--- config.mk ---
export PLATFORM = sky130hd
export DESIGN_NAME = adc_conv_timer
export DESIGN_NICKNAME = d
export VERILOG_FILES = /design/src/rtl/adc_tmr_pkg.sv /design/src/rtl/adc_tmr_regs.sv /design/src/rtl/adc_tmr_prescaler.sv /design/src/rtl/adc_tmr_sampler.sv /design/src/rtl/adc_conv_timer.sv
export SDC_FILE = /design/constraint.sdc
export NUM_CORES = 1
export LEC_CHECK = 0
export ABC_CLOCK_PERIOD_IN_PS = 3200
export BUFFER_PORTS_ARGS = -buffer_cell sky130_fd_sc_hd__buf_4
export CAP_MARGIN = 30
export CORE_ASPECT_RATIO = 0.9
export CORE_UTILIZATION = 50
export CTS_CLUSTER_SIZE = 14
export DETAILED_ROUTE_END_ITERATION = 8
export PLACE_DENSITY = 0.81
export SYNTH_ARGS = -nofsm -noshare
export SYNTH_HDL_FRONTEND = slang
export SYNTH_SLANG_ARGS = --single-unit
--- constraint.sdc ---
create_clock -name clk -period 3.2 [get_ports clk]
set_input_delay 0.32 -clock clk [delete_from_list [all_inputs] [get_ports clk]]
set_output_delay 0.32 -clock clk [all_outputs]
set_load 0.02 [all_outputs]
--- src/rtl/adc_tmr_pkg.sv ---
package adc_tmr_pkg;

    localparam int DATA_W    = 32;
    localparam int CODE_HI   = 31;
    localparam int CODE_LO   = 29;
    localparam int EN_BIT    = 0;
    localparam int PWRDN_BIT = 1;
    localparam int CLKDN_BIT = 31;
    localparam int PRE_W     = 7;   // counts up to 127
    localparam int DIV_W     = 8;   // holds 128

    typedef enum logic {
        SEL_TIMER  = 1'b0,
        SEL_GLOBAL = 1'b1
    } reg_sel_e;

    typedef struct packed {
        logic clk_down;
        logic pwr_down;
        logic enable;
    } glb_cfg_t;

    // Prescale ratio for a 3-bit code; reserved codes fall back to the largest ratio.
    function automatic logic [DIV_W-1:0] div_of(input logic [2:0] code);
        if (code > 3'd5) return DIV_W'(128);
        return DIV_W'(4) << code;
    endfunction

    function automatic logic is_running(input glb_cfg_t c);
        return c.enable & ~c.pwr_down & ~c.clk_down;
    endfunction

endpackage

--- src/rtl/adc_tmr_regs.sv ---
module adc_tmr_regs
    import adc_tmr_pkg::*;
#(
    parameter int UNIT_W = 8
) (
    input  logic              clk,
    input  logic              rst,
    input  logic              wr_en,
    input  logic              wr_sel,
    input  logic [DATA_W-1:0] wr_data,
    output logic [2:0]        code,
    output logic [UNIT_W-1:0] unit,
    output glb_cfg_t          cfg,
    output logic              timer_wr
);
    assign timer_wr = wr_en && (reg_sel_e'(wr_sel) == SEL_TIMER);

    always_ff @(posedge clk) begin
        if (rst) begin
            code <= '0;
            unit <= '0;
            cfg  <= '{clk_down: 1'b1, pwr_down: 1'b1, enable: 1'b0};
        end else if (wr_en) begin
            if (reg_sel_e'(wr_sel) == SEL_TIMER) begin
                code <= wr_data[CODE_HI:CODE_LO];
                unit <= wr_data[UNIT_W-1:0];
            end else begin
                cfg.clk_down <= wr_data[CLKDN_BIT];
                cfg.pwr_down <= wr_data[PWRDN_BIT];
                cfg.enable   <= wr_data[EN_BIT];
            end
        end
    end
endmodule

--- src/rtl/adc_tmr_prescaler.sv ---
module adc_tmr_prescaler
    import adc_tmr_pkg::*;
(
    input  logic       clk,
    input  logic       rst,
    input  logic       clear,
    input  logic       run,
    input  logic [2:0] code,
    output logic       tick
);
    logic [PRE_W-1:0] cnt;
    logic [DIV_W-1:0] ratio;
    logic             at_end;

    assign ratio  = div_of(code);
    assign at_end = (cnt == PRE_W'(ratio - DIV_W'(1)));
    assign tick   = run && at_end;

    always_ff @(posedge clk) begin
        if (rst || clear)
            cnt <= '0;
        else if (at_end)
            cnt <= '0;
        else
            cnt <= cnt + PRE_W'(1);
    end
endmodule

--- src/rtl/adc_tmr_sampler.sv ---
module adc_tmr_sampler #(
    parameter int UNIT_W = 8
) (
    input  logic              clk,
    input  logic              rst,
    input  logic              clear,
    input  logic              tick,
    input  logic [UNIT_W-1:0] unit,
    output logic              strobe
);
    localparam int CNT_W = $clog2((2 ** UNIT_W) * 6);

    logic [CNT_W-1:0] cnt;
    logic [CNT_W-1:0] limit;
    logic             at_end;

    // last index of a period of (unit+1)*6 ticks
    assign limit  = CNT_W'(unit) * CNT_W'(6) + CNT_W'(5);
    assign at_end = (cnt == limit);
    assign strobe = tick && at_end;

    always_ff @(posedge clk) begin
        if (rst || clear)
            cnt <= '0;
        else if (tick)
            cnt <= at_end ? '0 : cnt + CNT_W'(1);
    end
endmodule

--- src/rtl/adc_conv_timer.sv ---
module adc_conv_timer
    import adc_tmr_pkg::*;
#(
    parameter int UNIT_W = 8
) (
    input  logic              clk,
    input  logic              rst,
    input  logic              wr_en,
    input  logic              wr_sel,
    input  logic [DATA_W-1:0] wr_data,
    output logic              core_tick,
    output logic              sample_strobe,
    output logic              conv_active
);
    logic [2:0]        code;
    logic [UNIT_W-1:0] unit;
    glb_cfg_t          cfg;
    logic              timer_wr;
    logic              hold;

    adc_tmr_regs #(.UNIT_W(UNIT_W)) u_regs (
        .clk      (clk),
        .rst      (rst),
        .wr_en    (wr_en),
        .wr_sel   (wr_sel),
        .wr_data  (wr_data),
        .code     (code),
        .unit     (unit),
        .cfg      (cfg),
        .timer_wr (timer_wr)
    );

    assign conv_active = is_running(cfg);
    assign hold        = timer_wr || !conv_active;

    adc_tmr_prescaler u_pre (
        .clk   (clk),
        .rst   (rst),
        .clear (hold),
        .run   (conv_active),
        .code  (code),
        .tick  (core_tick)
    );

    adc_tmr_sampler #(.UNIT_W(UNIT_W)) u_smp (
        .clk    (clk),
        .rst    (rst),
        .clear  (hold),
        .tick   (core_tick),
        .unit   (unit),
        .strobe (sample_strobe)
    );
endmodule

Yosys cells after proc, flatten, opt, wreduce, memory -nomap -nowiden
Cells that the tools add are included.

Bits in registers: 32. Bits in latches: 0. RAM bits: 0. Bits in read-only memories: 0. Bits of input ports: 36. Output and inout bits: 3. Logic and storage cells: 34. Memories: 0.

Add/sub/neg operators: 4. Multiply operators: 1. Divide/modulo/power cells: 0. Magnitude comparators: 1. Eq/ne operators: 2. Shift operators: 1. Mux-type cells: 4. Bitwise logic cells: 5. Reductions and logical operators: 9.

Operator list (number): $mux 7 (2); $add 11x1->11 const B (1); $add 11x3->11 const B (1); $eq 11x11->1 (1); $mux 11 (1); $mul 8x2->10 const B (1); $add 7x1->7 const B (1); $eq 7x7->1 (1); $shl 3x3->7 const A (1); $sub 7x1->7 const B (1); $reduce_and 2->1 (2); $gt 3x3->1 const B (1); $logic_and 1x1->1 (3); $not 1->1 (3); $and 1x1->1 (2); $logic_or 1x1->1 (2); $reduce_or 2->1 (1); $logic_not 1->1 (1); $mux 1 (1).

Logic depth before layout (Yosys ltp)
Gate-level depths: netlist (run 1).

Depth in word-level cells: 7. Gate-level depth with buffers: 13. Depth with buffers taken out: 12.

By module
From an unflattened synthesis (run 1), not the netlist that was laid out.

Cell total of the unflattened synthesis: 262. Area, all modules: 2352.3 sq um.

By module, submodules not included: adc_tmr_sampler (times used 1, cells an instance 155, area an instance 1271.2 sq um, sequential area each 220.2 sq um); adc_tmr_regs (times used 1, cells an instance 60, area an instance 614.3 sq um, sequential area each 280.3 sq um); adc_tmr_prescaler (times used 1, cells an instance 45, area an instance 449.2 sq um, sequential area each 140.1 sq um); adc_conv_timer (times used 1, cells an instance 2, area an instance 17.5 sq um, sequential area each 0.0 sq um).

Worst setup path before layout (run 1)
No wires, ideal clock.

Kind: register -> output. From: register u_regs.unit[1]. To: output port sample_strobe. Arrival time: 2.943 ns. Required time: 2.880 ns. Slack: -0.063 ns. Cell stages (with the launch flop): 13. Buffers on the path: 1. Cell sequence: dfxtp_1 > ha_1 > inv_1 > fa_1 > inv_1 > ha_1 > nand3b_1 > mux2_4 > or3b_4 > or3_1 > a31o_1 > a221oi_2 > buf_6.

Word-level cells in the longest chain between the ends: 4.

RTL lines: start, declared (line adc_tmr_regs.sv:12) `output logic [UNIT_W-1:0] unit,`; start signal, assigned (line adc_tmr_regs.sv:26) `unit <= wr_data[UNIT_W-1:0];`; $mul 8x2->10 (line adc_tmr_sampler.sv:18) `assign limit = CNT_W'(unit) * CNT_W'(6) + CNT_W'(5);`; $add 11x3->11 (line adc_tmr_sampler.sv:18); $eq 11x11->1 (line adc_tmr_sampler.sv:19) `assign at_end = (cnt == limit);`; $logic_and 1x1->1 (line adc_tmr_sampler.sv:20) `assign strobe = tick && at_end;`; end, declared (line adc_conv_timer.sv:12) `output logic sample_strobe,`.

Every way passes these cells.

Final worst setup path (run 1)
Ends and elaborated chain as after synthesis.

==> results.json, run 1 <==
{
  "ys_warn_count": 0,
  "tns_ns": -0.297,
  "slew_viol_final": 0,
  "synthArstFlopShare_pct": 0,
  "drv_cap": 0,
  "clk_latency_ns": 0.29,
  "hold_violations": 0,
  "outcome": "complete, but fails checks",
  "power_density_mw_per_mm2": 352,
  "area_growth_pct": 23.6,
  "holdCritPathClass": "in -> reg",
  "syn-num-nets": 317,
  "cpPeakStageDelay_ns": 0.45,
  "min_period_over_period_pct": 109,
  "grt_max_degree": 16,
  "worstMarginPinSlew_ns": 0.753,
  "h-tree-depth": 2,
  "fin_crit_ns": 3.50,
  "first_global_vias": 1879,
  "mostFrequentLayoutCells": "43 x nand2_1, 40 x buf_4, 29 x dfxtp_1",
  "cts_tree": "done",
  "final_cells": 373,
  "drc": 0,
  "power_uw": 963,
  "synth-main-ff-cell": "dfxtp_1",
  "rows": 22,
  "syn_avg_cell_area_um2": 8.27,
  "p_leak_nw": 1.17,
  "required_ns": 2.88,
  "wire_per_inst_um": 11.9,
  "setup_viol": 1,
  "cp-end-kind": "primary output",
  "numPortBuffers": 17,
  "grtUsageTotal_pct": 21.9,
  "drt_wl_total_mm": 4.44,
  "start_kind": "flop",
  "dpl-instance-area_mm2": 0.00252,
  "grt_antenna_before_repair": 0,
  "crit_fanout": 3,
  "cts_made_buffers": 5,
  "peakVddDrop_v": 0.000302,
  "drive_above_1_share_pct": 25.2,
  "dp.final_hpwl_mm": 3.28,
  "hp-start": "wr_data[2]",
  "synth.top_cell.area_share_pct": 28.9,
  "grt_first_pass_wirelength_mm": 8.02,
  "grt-ovfl-total": 0,
  "crit_start": "u_regs.unit[1]",
  "pre_cts_ws_ns": -0.113,
  "drt_iter0_markers": 79,
  "die_width_um": 72.2,
  "cpMaxStageDelayCell": "fa_1",
  "worstReg2RegStart": "u_regs.unit[1]",
  "max_freq_ghz": 0.286,
  "yosys_register_bits": 32,
  "core_area_mm2": 0.00416,
  "yosys.area.top_type": "dfxtp_1",
  "clock_sinks": 32,
  "routed-via-count": 1959,
  "cp_cell_sequence": "ha_4 > inv_2 > fa_1 > inv_2 > ha_4 > nand3b_1 > mux2_4 > or3b_4 > or3_1 > a31o_1 > a221oi_4 > buf_6",
  "num_antenna_cells": 0,
  "cts_root_buffer": "clkbuf_8",
  "skew_ns": 0.00743,
  "relSlewSlack_pct": 49.7,
  "path_clk_slew_ns": 0.07,
  "postSynthCellCount": 268,
  "synth-edff-count": 0,
  "setup_slack_ns": -0.297,
  "arrival_ns": 3.18,
  "ys_seq_area_share_pct": 28.9,
  "final_core_util_pct": 65.9,
  "hold_ws_ns": 0.268,
  "critical_path_class": "reg -> out",
  "synth_area_leaders": "dfxtp_1 29%, nand2_1 7.3%, xnor2_1 7.1%, ha_1 6.8%, xor2_1 6.7%",
  "hold_buffers": 0,
  "final_common_cell": "nand2_1",
  "die_area_mm2": 0.00470,
  "rsz0062_at_grt": "true",
  "layout.nets": 361,
  "place_congestion": 0.854,
  "die_h_um": 65.2,
  "clock_path_buffers": 2,
  "synth_cell_type_count": 48,
  "drtPass1Iterations": 4,
  "violations": "setup timing",
  "fin_area_mm2": 0.00274,
  "placed_cells_incl_taps": 357,
  "synth_area_mm2": 0.00222,
  "avgViaCountPerCell": 5.25,
  "initial_core_util_pct": 53.3,
  "ioPinCount": 39,
  "route.antenna.remaining_nets": 0
}
==> area by class of cell <==
cell class | instances | area, µm²
timing repair buffer | 43 | 334
inverter | 10 | 37.5
multi-input combinational | 220 | 1540
clock buffer | 5 | 68.8
fill | 363 | 1420
sequential | 32 | 644
tap | 60 | 75.1
clock inverter | 3 | 42.5
==> cells by family after synthesis <==
group                    count (synthesis)  synth area share (%)
XOR/XNOR                                37                  15.3
AO/OA/AOI/OAI                           39                  12.9
buffers and inverters                   16                  3.61
adder cells (fa/ha/maj)                 13                  7.67
AND/OR/NAND/NOR                        129                  30.5
multiplexers                             2                  1.13
flip-flops                              32                  28.9
==> synthesized netlist by cell type (all sizes together), types with 2 or more instances <==
library cell  number
a221oi             2
a21o               3
ha                12
and3               7
clkbuf             3
nand2             43
nand2b             3
nand4              6
a21oi             21
nor2              31
inv                9
dfxtp             32
a31o               2
buf                2
o221ai             3
or3                2
and2               4
xnor2             20
a211oi             2
nand3             16
xor2              17
a211o              2
nor3b              4
nor3               4
==> per-layer routing <==
| metal | up-vias | global-route usage (%) | wire length [µm] |
|---|---|---|---|
| met2 | 28 | 38.3 | 2220 |
| met1 | 913 | 26.5 | 2020 |
| met4 | 0 | 6.62 | 55 |
| li1 | 1013 | - | - |
| met5 | - | 0 | 0 |
| met3 | 5 | 5.06 | 142 |
==> sequential cells by signal (all words and copies together), names as in the netlist <==
name and cells:
u_pre.cnt 7, u_regs.cfg 3, u_regs.code 3, u_regs.unit 8, u_smp.cnt 11
==> critical path, delay by kind of cell, from the launching register on <==
family	cells	cell delay, ns
muxes	1	0.28
buffers and inverters	3	0.28
adders and majority gates	3	0.71
and+or+nand+nor	3	0.76
DFF	1	0.36
AOI/OAI and AO/OA	2	0.50
==> where the power goes <==
group	internal [mW]	switching, mW
Combinational	0.0825	0.0779
Clock	0.230	0.157
Sequential	0.407	0.00870
Total	0.720	0.243
==> path summary, 6_finish.rpt <==
kind                    endpoint  slack, ns  cells past startpoint
setup / recovery   sample_strobe      -0.30                     12
hold / removal    u_regs.unit[2]       0.27                      3
setup reg to reg    u_smp.cnt[1]       0.02                     14
hold reg to reg    u_regs.cfg[0]       0.46                      2
==> timing repair <==
item / 4_1_cts / 5_1_grt
gates cloned: 0 / 1
gates resized for setup: 5 / 8
endpoints found under the setup margin: 11 / 11
setup buffers: 5 / 3
pin swaps: 2 / 3
Note: power is estimated with default switching activity, not from simulation.
==> run 2: changes to the inputs <==
--- a/config.mk
+++ b/config.mk
@@ -6,7 +6,7 @@
 export NUM_CORES = 1
 export LEC_CHECK = 0
 export ABC_CLOCK_PERIOD_IN_PS = 3200
-export BUFFER_PORTS_ARGS = -buffer_cell sky130_fd_sc_hd__buf_4
+export BUFFER_PORTS_ARGS = -buffer_cell sky130_fd_sc_hd__buf_2
 export CAP_MARGIN = 30
 export CORE_ASPECT_RATIO = 0.9
 export CORE_UTILIZATION = 50
==> run 2 against run 1 <==
Effect of this change: the flow still finishes with violations (setup timing); design area shrank 0.32%; worst setup slack got worse by 0.069 ns; non-clock buffer count increased by 1; die area is the same; total power decreased by 0.14%.
==> results.json, run 2 (synthesized netlist as in run 1, its figures left out) <==
{
  "cpPeakStageDelay_ns": 0.42,
  "drv_cap": 0,
  "crit_start": "u_regs.unit[0]",
  "regToRegSetupSlack_ns": -0.05,
  "largest-register": "u_smp.cnt",
  "relSlewSlack_pct": 67.9,
  "final_cells": 374,
  "clk_latency_ns": 0.29,
  "power_density_mw_per_mm2": 352,
  "core_area_mm2": 0.00416,
  "cts_tree": "done",
  "final_core_util_pct": 65.7,
  "setup_slack_ns": -0.366,
  "cp_cell_sequence": "ha_4 > inv_2 > fa_2 > inv_2 > ha_4 > nand3b_1 > mux2_4 > or3b_4 > or3_1 > a31o_1 > a221oi_2 > buf_4",
  "holdCritPathClass": "in -> reg",
  "peakVddDrop_v": 0.000331,
  "drc": 0,
  "first_global_vias": 1865,
  "hold_buffers": 0,
  "setup_viol": 11,
  "violations": "setup timing",
  "routed-via-count": 1961,
  "cp-end-kind": "primary output",
  "max_freq_ghz": 0.280,
  "initial_core_util_pct": 53.3,
  "drtPass1Iterations": 4,
  "area_growth_pct": 23.2,
  "rr_worst_depth": 14,
  "grt_antenna_before_repair": 0,
  "mostFrequentLayoutCells": "43 x nand2_1, 30 x dfxtp_1, 26 x buf_4",
  "reg2reg_to": "u_smp.cnt[1]",
  "drive_above_1_share_pct": 25.8,
  "pre_cts_ws_ns": -0.151,
  "cts_made_buffers": 5,
  "num_antenna_cells": 0,
  "critical_path_class": "reg -> out",
  "placed_cells_incl_taps": 357,
  "route.antenna.remaining_nets": 0,
  "die_h_um": 65.2,
  "slew_viol_final": 0,
  "avgViaCountPerCell": 5.24,
  "start_kind": "flop",
  "worstReg2RegStart": "u_regs.unit[0]",
  "place_congestion": 0.797,
  "top_regs": "u_smp.cnt (11), u_regs.unit (8), u_pre.cnt (7)",
  "outcome": "complete, but fails checks",
  "hold_depth": 3,
  "hp-start": "wr_data[6]",
  "numPortBuffers": 17,
  "drt_iter0_markers": 95,
  "clock_path_buffers": 2,
  "die_width_um": 72.2,
  "rsz0062_at_grt": "true",
  "fin_crit_ns": 3.57,
  "grt_max_degree": 16,
  "wire_per_inst_um": 12.3,
  "rows": 22,
  "skew_ns": 0.00924,
  "clock_sinks": 32,
  "min_period_over_period_pct": 111,
  "arrival_ns": 3.25,
  "die_area_mm2": 0.00470,
  "cpMaxStageDelayCell": "fa_2",
  "crit_fanout": 3,
  "cts_root_buffer": "clkbuf_8",
  "h-tree-depth": 2,
  "grt-ovfl-total": 0,
  "grtUsageTotal_pct": 22.2,
  "required_ns": 2.88,
  "final_common_cell": "nand2_1",
  "worstMarginPinSlew_ns": 0.480,
  "dp.final_hpwl_mm": 3.27,
  "p_leak_nw": 1.16,
  "layout.nets": 362,
  "holdPathEnd": "u_regs.unit[6]",
  "grt_first_pass_wirelength_mm": 8.14,
  "drt_wl_total_mm": 4.60,
  "largest_register_ffs": 11,
  "ioPinCount": 39,
  "hold_violations": 0,
  "path_clk_slew_ns": 0.07
}
[run 2: cell types whose count changed in the layout (fill, tap and decap cells not counted), sizes merged]
cell  previous run  this run
buf             43        44
[run 2: area by class of cell]
class                      count  area (µm²)
multi-input combinational    220        1550
inverter                      10        37.5
fill                         339        1430
timing repair buffer          44         318
clock inverter                 3        42.5
sequential                    32         643
clock buffer                   5        68.8
tap                           60        75.1
[run 2: how the worst max path moves through the flow]
stage,end,slack [ns],cells past startpoint
6_report,sample_strobe,-0.37,12
5_1_grt,sample_strobe,-0.47,12
4_1_cts,sample_strobe,-0.41,12
3_5_place_dp,sample_strobe,-0.15,12
3_3_place_gp,sample_strobe,-0.08,12
2_1_floorplan,sample_strobe,-0.05,12
[run 2: worst max-delay path, delay by kind of cell, from the launching register on]
kind	cells	cell delay [ns]
AND/OR/NAND/NOR	3	0.77
adder cells (fa/ha/maj)	3	0.71
AO/OA/AOI/OAI	2	0.50
flip-flops	1	0.34
buffers and inverters	3	0.34
multiplexers	1	0.29
[run 2: report_power, final]
part,internal (mW),total (mW),switching [mW]
Combinational,0.0788,0.157,0.0787
Sequential,0.407,0.416,0.00894
Clock,0.230,0.389,0.158
[run 2: layer usage]
metal	global-route usage [%]	wire (µm)
met1	27.6	2200
met2	36.4	2160
met3	5.67	142
met4	9.31	102
met5	0	0
[run 2: repair_timing]
action,in CTS,in global routing
gates cloned,1,0
pin swaps,11,2
endpoints found under the setup margin,11,11
setup buffers,6,2
gates resized for setup,9,5
[run 2: metrics by stage]
step                area [µm²]  setup TNS (ns)  total power, mW  hold WS [ns]
floorplan                 2220         -0.0522            0.522         0.389
global placement          2480         -0.0805            0.560         0.442
detailed placement        2480          -0.721            0.565         0.448
CTS                       2690           -1.01            0.960         0.256
global route              2730           -1.80             1.00         0.263
finish                    2730          -0.654            0.962         0.262
==> run 3: changes to the inputs <==
--- a/config.mk
+++ b/config.mk
@@ -9,10 +9,10 @@
 export BUFFER_PORTS_ARGS = -buffer_cell sky130_fd_sc_hd__buf_2
 export CAP_MARGIN = 30
 export CORE_ASPECT_RATIO = 0.9
-export CORE_UTILIZATION = 50
+export CORE_UTILIZATION = 37
 export CTS_CLUSTER_SIZE = 14
 export DETAILED_ROUTE_END_ITERATION = 8
-export PLACE_DENSITY = 0.81
+export PLACE_DENSITY_LB_ADDON = 0.1
 export SYNTH_ARGS = -nofsm -noshare
 export SYNTH_HDL_FRONTEND = slang
 export SYNTH_SLANG_ARGS = --single-unit
==> run 3 against run 2 <==
Effect of this change: the run still ends with setup timing left; final cell count up 2.7%; sequential cell count unchanged; design area up 0.64%; register-to-register slack worse by 0.02 ns; core utilization down 18 points; sequential power about the same; critical path depth unchanged; maximum frequency up 1.1%; via count down 2.7%; wire length down 1.3%; critical path type unchanged; largest power group unchanged.
==> results.json, run 3 (synthesized netlist as in run 1, its figures left out) <==
{
  "die_width_um": 83.6,
  "cpPeakStageDelay_ns": 0.43,
  "initial_core_util_pct": 38.7,
  "num_antenna_cells": 0,
  "min_period_over_period_pct": 110,
  "reg2reg_to": "u_smp.cnt[6]",
  "first_global_vias": 1839,
  "cts_made_buffers": 5,
  "nFillCells": 604,
  "regToRegSetupSlack_ns": -0.07,
  "route.antenna.remaining_nets": 0,
  "endpoint": "sample_strobe",
  "drive_above_1_share_pct": 25.5,
  "slew_viol_final": 0,
  "grt_max_degree": 16,
  "drt_wl_total_mm": 4.54,
  "cpMaxStageDelayCell": "fa_2",
  "drt_iter0_markers": 61,
  "p_leak_nw": 1.16,
  "critical_path_class": "reg -> out",
  "wire_per_inst_um": 11.8,
  "die_h_um": 75.4,
  "grt_antenna_before_repair": 0,
  "numPortBuffers": 17,
  "mostFrequentLayoutCells": "43 x nand2_1, 30 x dfxtp_1, 25 x buf_4",
  "rsz0062_at_grt": "true",
  "clock_sinks": 32,
  "largest_register_ffs": 11,
  "max_freq_ghz": 0.283,
  "clock_path_buffers": 2,
  "fin_area_mm2": 0.00275,
  "top_regs": "u_smp.cnt (11), u_regs.unit (8), u_pre.cnt (7)",
  "die_area_mm2": 0.00631,
  "setup_viol": 11,
  "hold_ws_ns": 0.264,
  "ioPinCount": 39,
  "routed-via-count": 1909,
  "power_density_mw_per_mm2": 346,
  "cts_root_buffer": "clkbuf_8",
  "power_uw": 952,
  "worstReg2RegStart": "u_regs.unit[1]",
  "final_common_cell": "nand2_1",
  "cp.buffers_inverters": 3,
  "worstSetupPathDepth": 12,
  "pre_cts_ws_ns": -0.137,
  "h-tree-depth": 2,
  "core_area_mm2": 0.00573,
  "worstMarginPinSlew_ns": 0.452,
  "path_clk_slew_ns": 0.07,
  "peakVddDrop_v": 0.000180,
  "crit_start": "u_regs.unit[1]",
  "path_delay_family": "simple AND/OR/NAND/NOR gates",
  "arrival_ns": 3.21,
  "drtPass1Iterations": 4,
  "largest-register": "u_smp.cnt",
  "grt_first_pass_wirelength_mm": 8.11,
  "rows": 26,
  "rr_worst_depth": 14,
  "fin_crit_ns": 3.53,
  "outcome": "complete, but fails checks",
  "drv_cap": 0,
  "cts_tree": "done",
  "required_ns": 2.88,
  "relSlewSlack_pct": 69.7,
  "place_congestion": 0.786,
  "area_growth_pct": 24.0,
  "holdCritPathClass": "in -> reg",
  "layout.nets": 362,
  "cp-end-kind": "primary output",
  "dpl-instance-area_mm2": 0.00252,
  "cp_cell_sequence": "ha_4 > inv_2 > fa_2 > inv_2 > ha_4 > nand3b_1 > mux2_4 > or3b_4 > or3_1 > a31o_1 > a221oi_4 > buf_6",
  "avgViaCountPerCell": 4.97,
  "violations": "setup timing",
  "crit_fanout": 3,
  "setup_slack_ns": -0.328,
  "skew_ns": 0.00729,
  "drc": 0,
  "grtUsageTotal_pct": 15.9,
  "hold_violations": 0,
  "clk_latency_ns": 0.29,
  "grt-ovfl-total": 0,
  "dp.final_hpwl_mm": 3.42,
  "start_kind": "flop"
}
-- run 3: timing repair --
item,CTS,global route
setup buffers,1,4
endpoints found under the setup margin,11,11
hold buffers,0,0
gates resized for setup,3,16
hold endpoints to repair,0,0
pin swaps,1,8
gates cloned,0,1
-- run 3: layout make-up --
cell class	count	area, µm²	area share (%)
clock buffer	5	68.8	2.50
clock inverter	3	42.5	1.55
inverter	10	37.5	1.37
multi-input combinational	220	1560	56.9
sequential	32	643	23.4
tap	70	87.6	3.19
timing repair buffer	44	307	11.2
-- run 3: stage by stage --
step | util (%) | cells | TNS, ns
after floorplan | - | 268 | -0.0522
after global placement | 44.0 | 371 | -0.207
after global routing | 48.0 | 384 | -2.25
after CTS | 46.4 | 380 | -0.413
after detailed placement | 44.0 | 371 | -0.644
final | 48.0 | 384 | -0.760
-- run 3: worst min-delay path by stage --
stage / end / cells past startpoint / startpoint / slack [ns]
final: u_regs.unit[6] / 3 / wr_data[6] / 0.26
after global placement: u_regs.cfg[0] / 2 / u_regs.cfg[0] / 0.44
after floorplan: u_regs.code[2] / 1 / rst / 0.39
after detailed placement: u_regs.cfg[0] / 2 / u_regs.cfg[0] / 0.45
after global routing: u_regs.code[1] / 3 / wr_data[30] / 0.26
after CTS: u_regs.unit[5] / 3 / wr_data[5] / 0.26
-- run 3: worst min-delay path, stage by stage --
cell	delay (ns)
buf_2	0.09
nand2_1	0.04
a21oi_1	0.05
-- run 3: power by group --
group	total (mW)	internal [mW]	switching (mW)
Clock	0.387	0.230	0.156
Sequential	0.415	0.407	0.00788
Combinational	0.150	0.0740	0.0764
Total	0.952	0.711	0.241
-- run 3: per-layer routing --
metal  vias to the layer above  wire (µm)  GRT usage (%)
met5                         -          0              0
met4                         0         36           4.52
met3                         4        124           3.58
met2                        20       2000           27.0
met1                       867       2380           20.6
li1                       1018          -              -
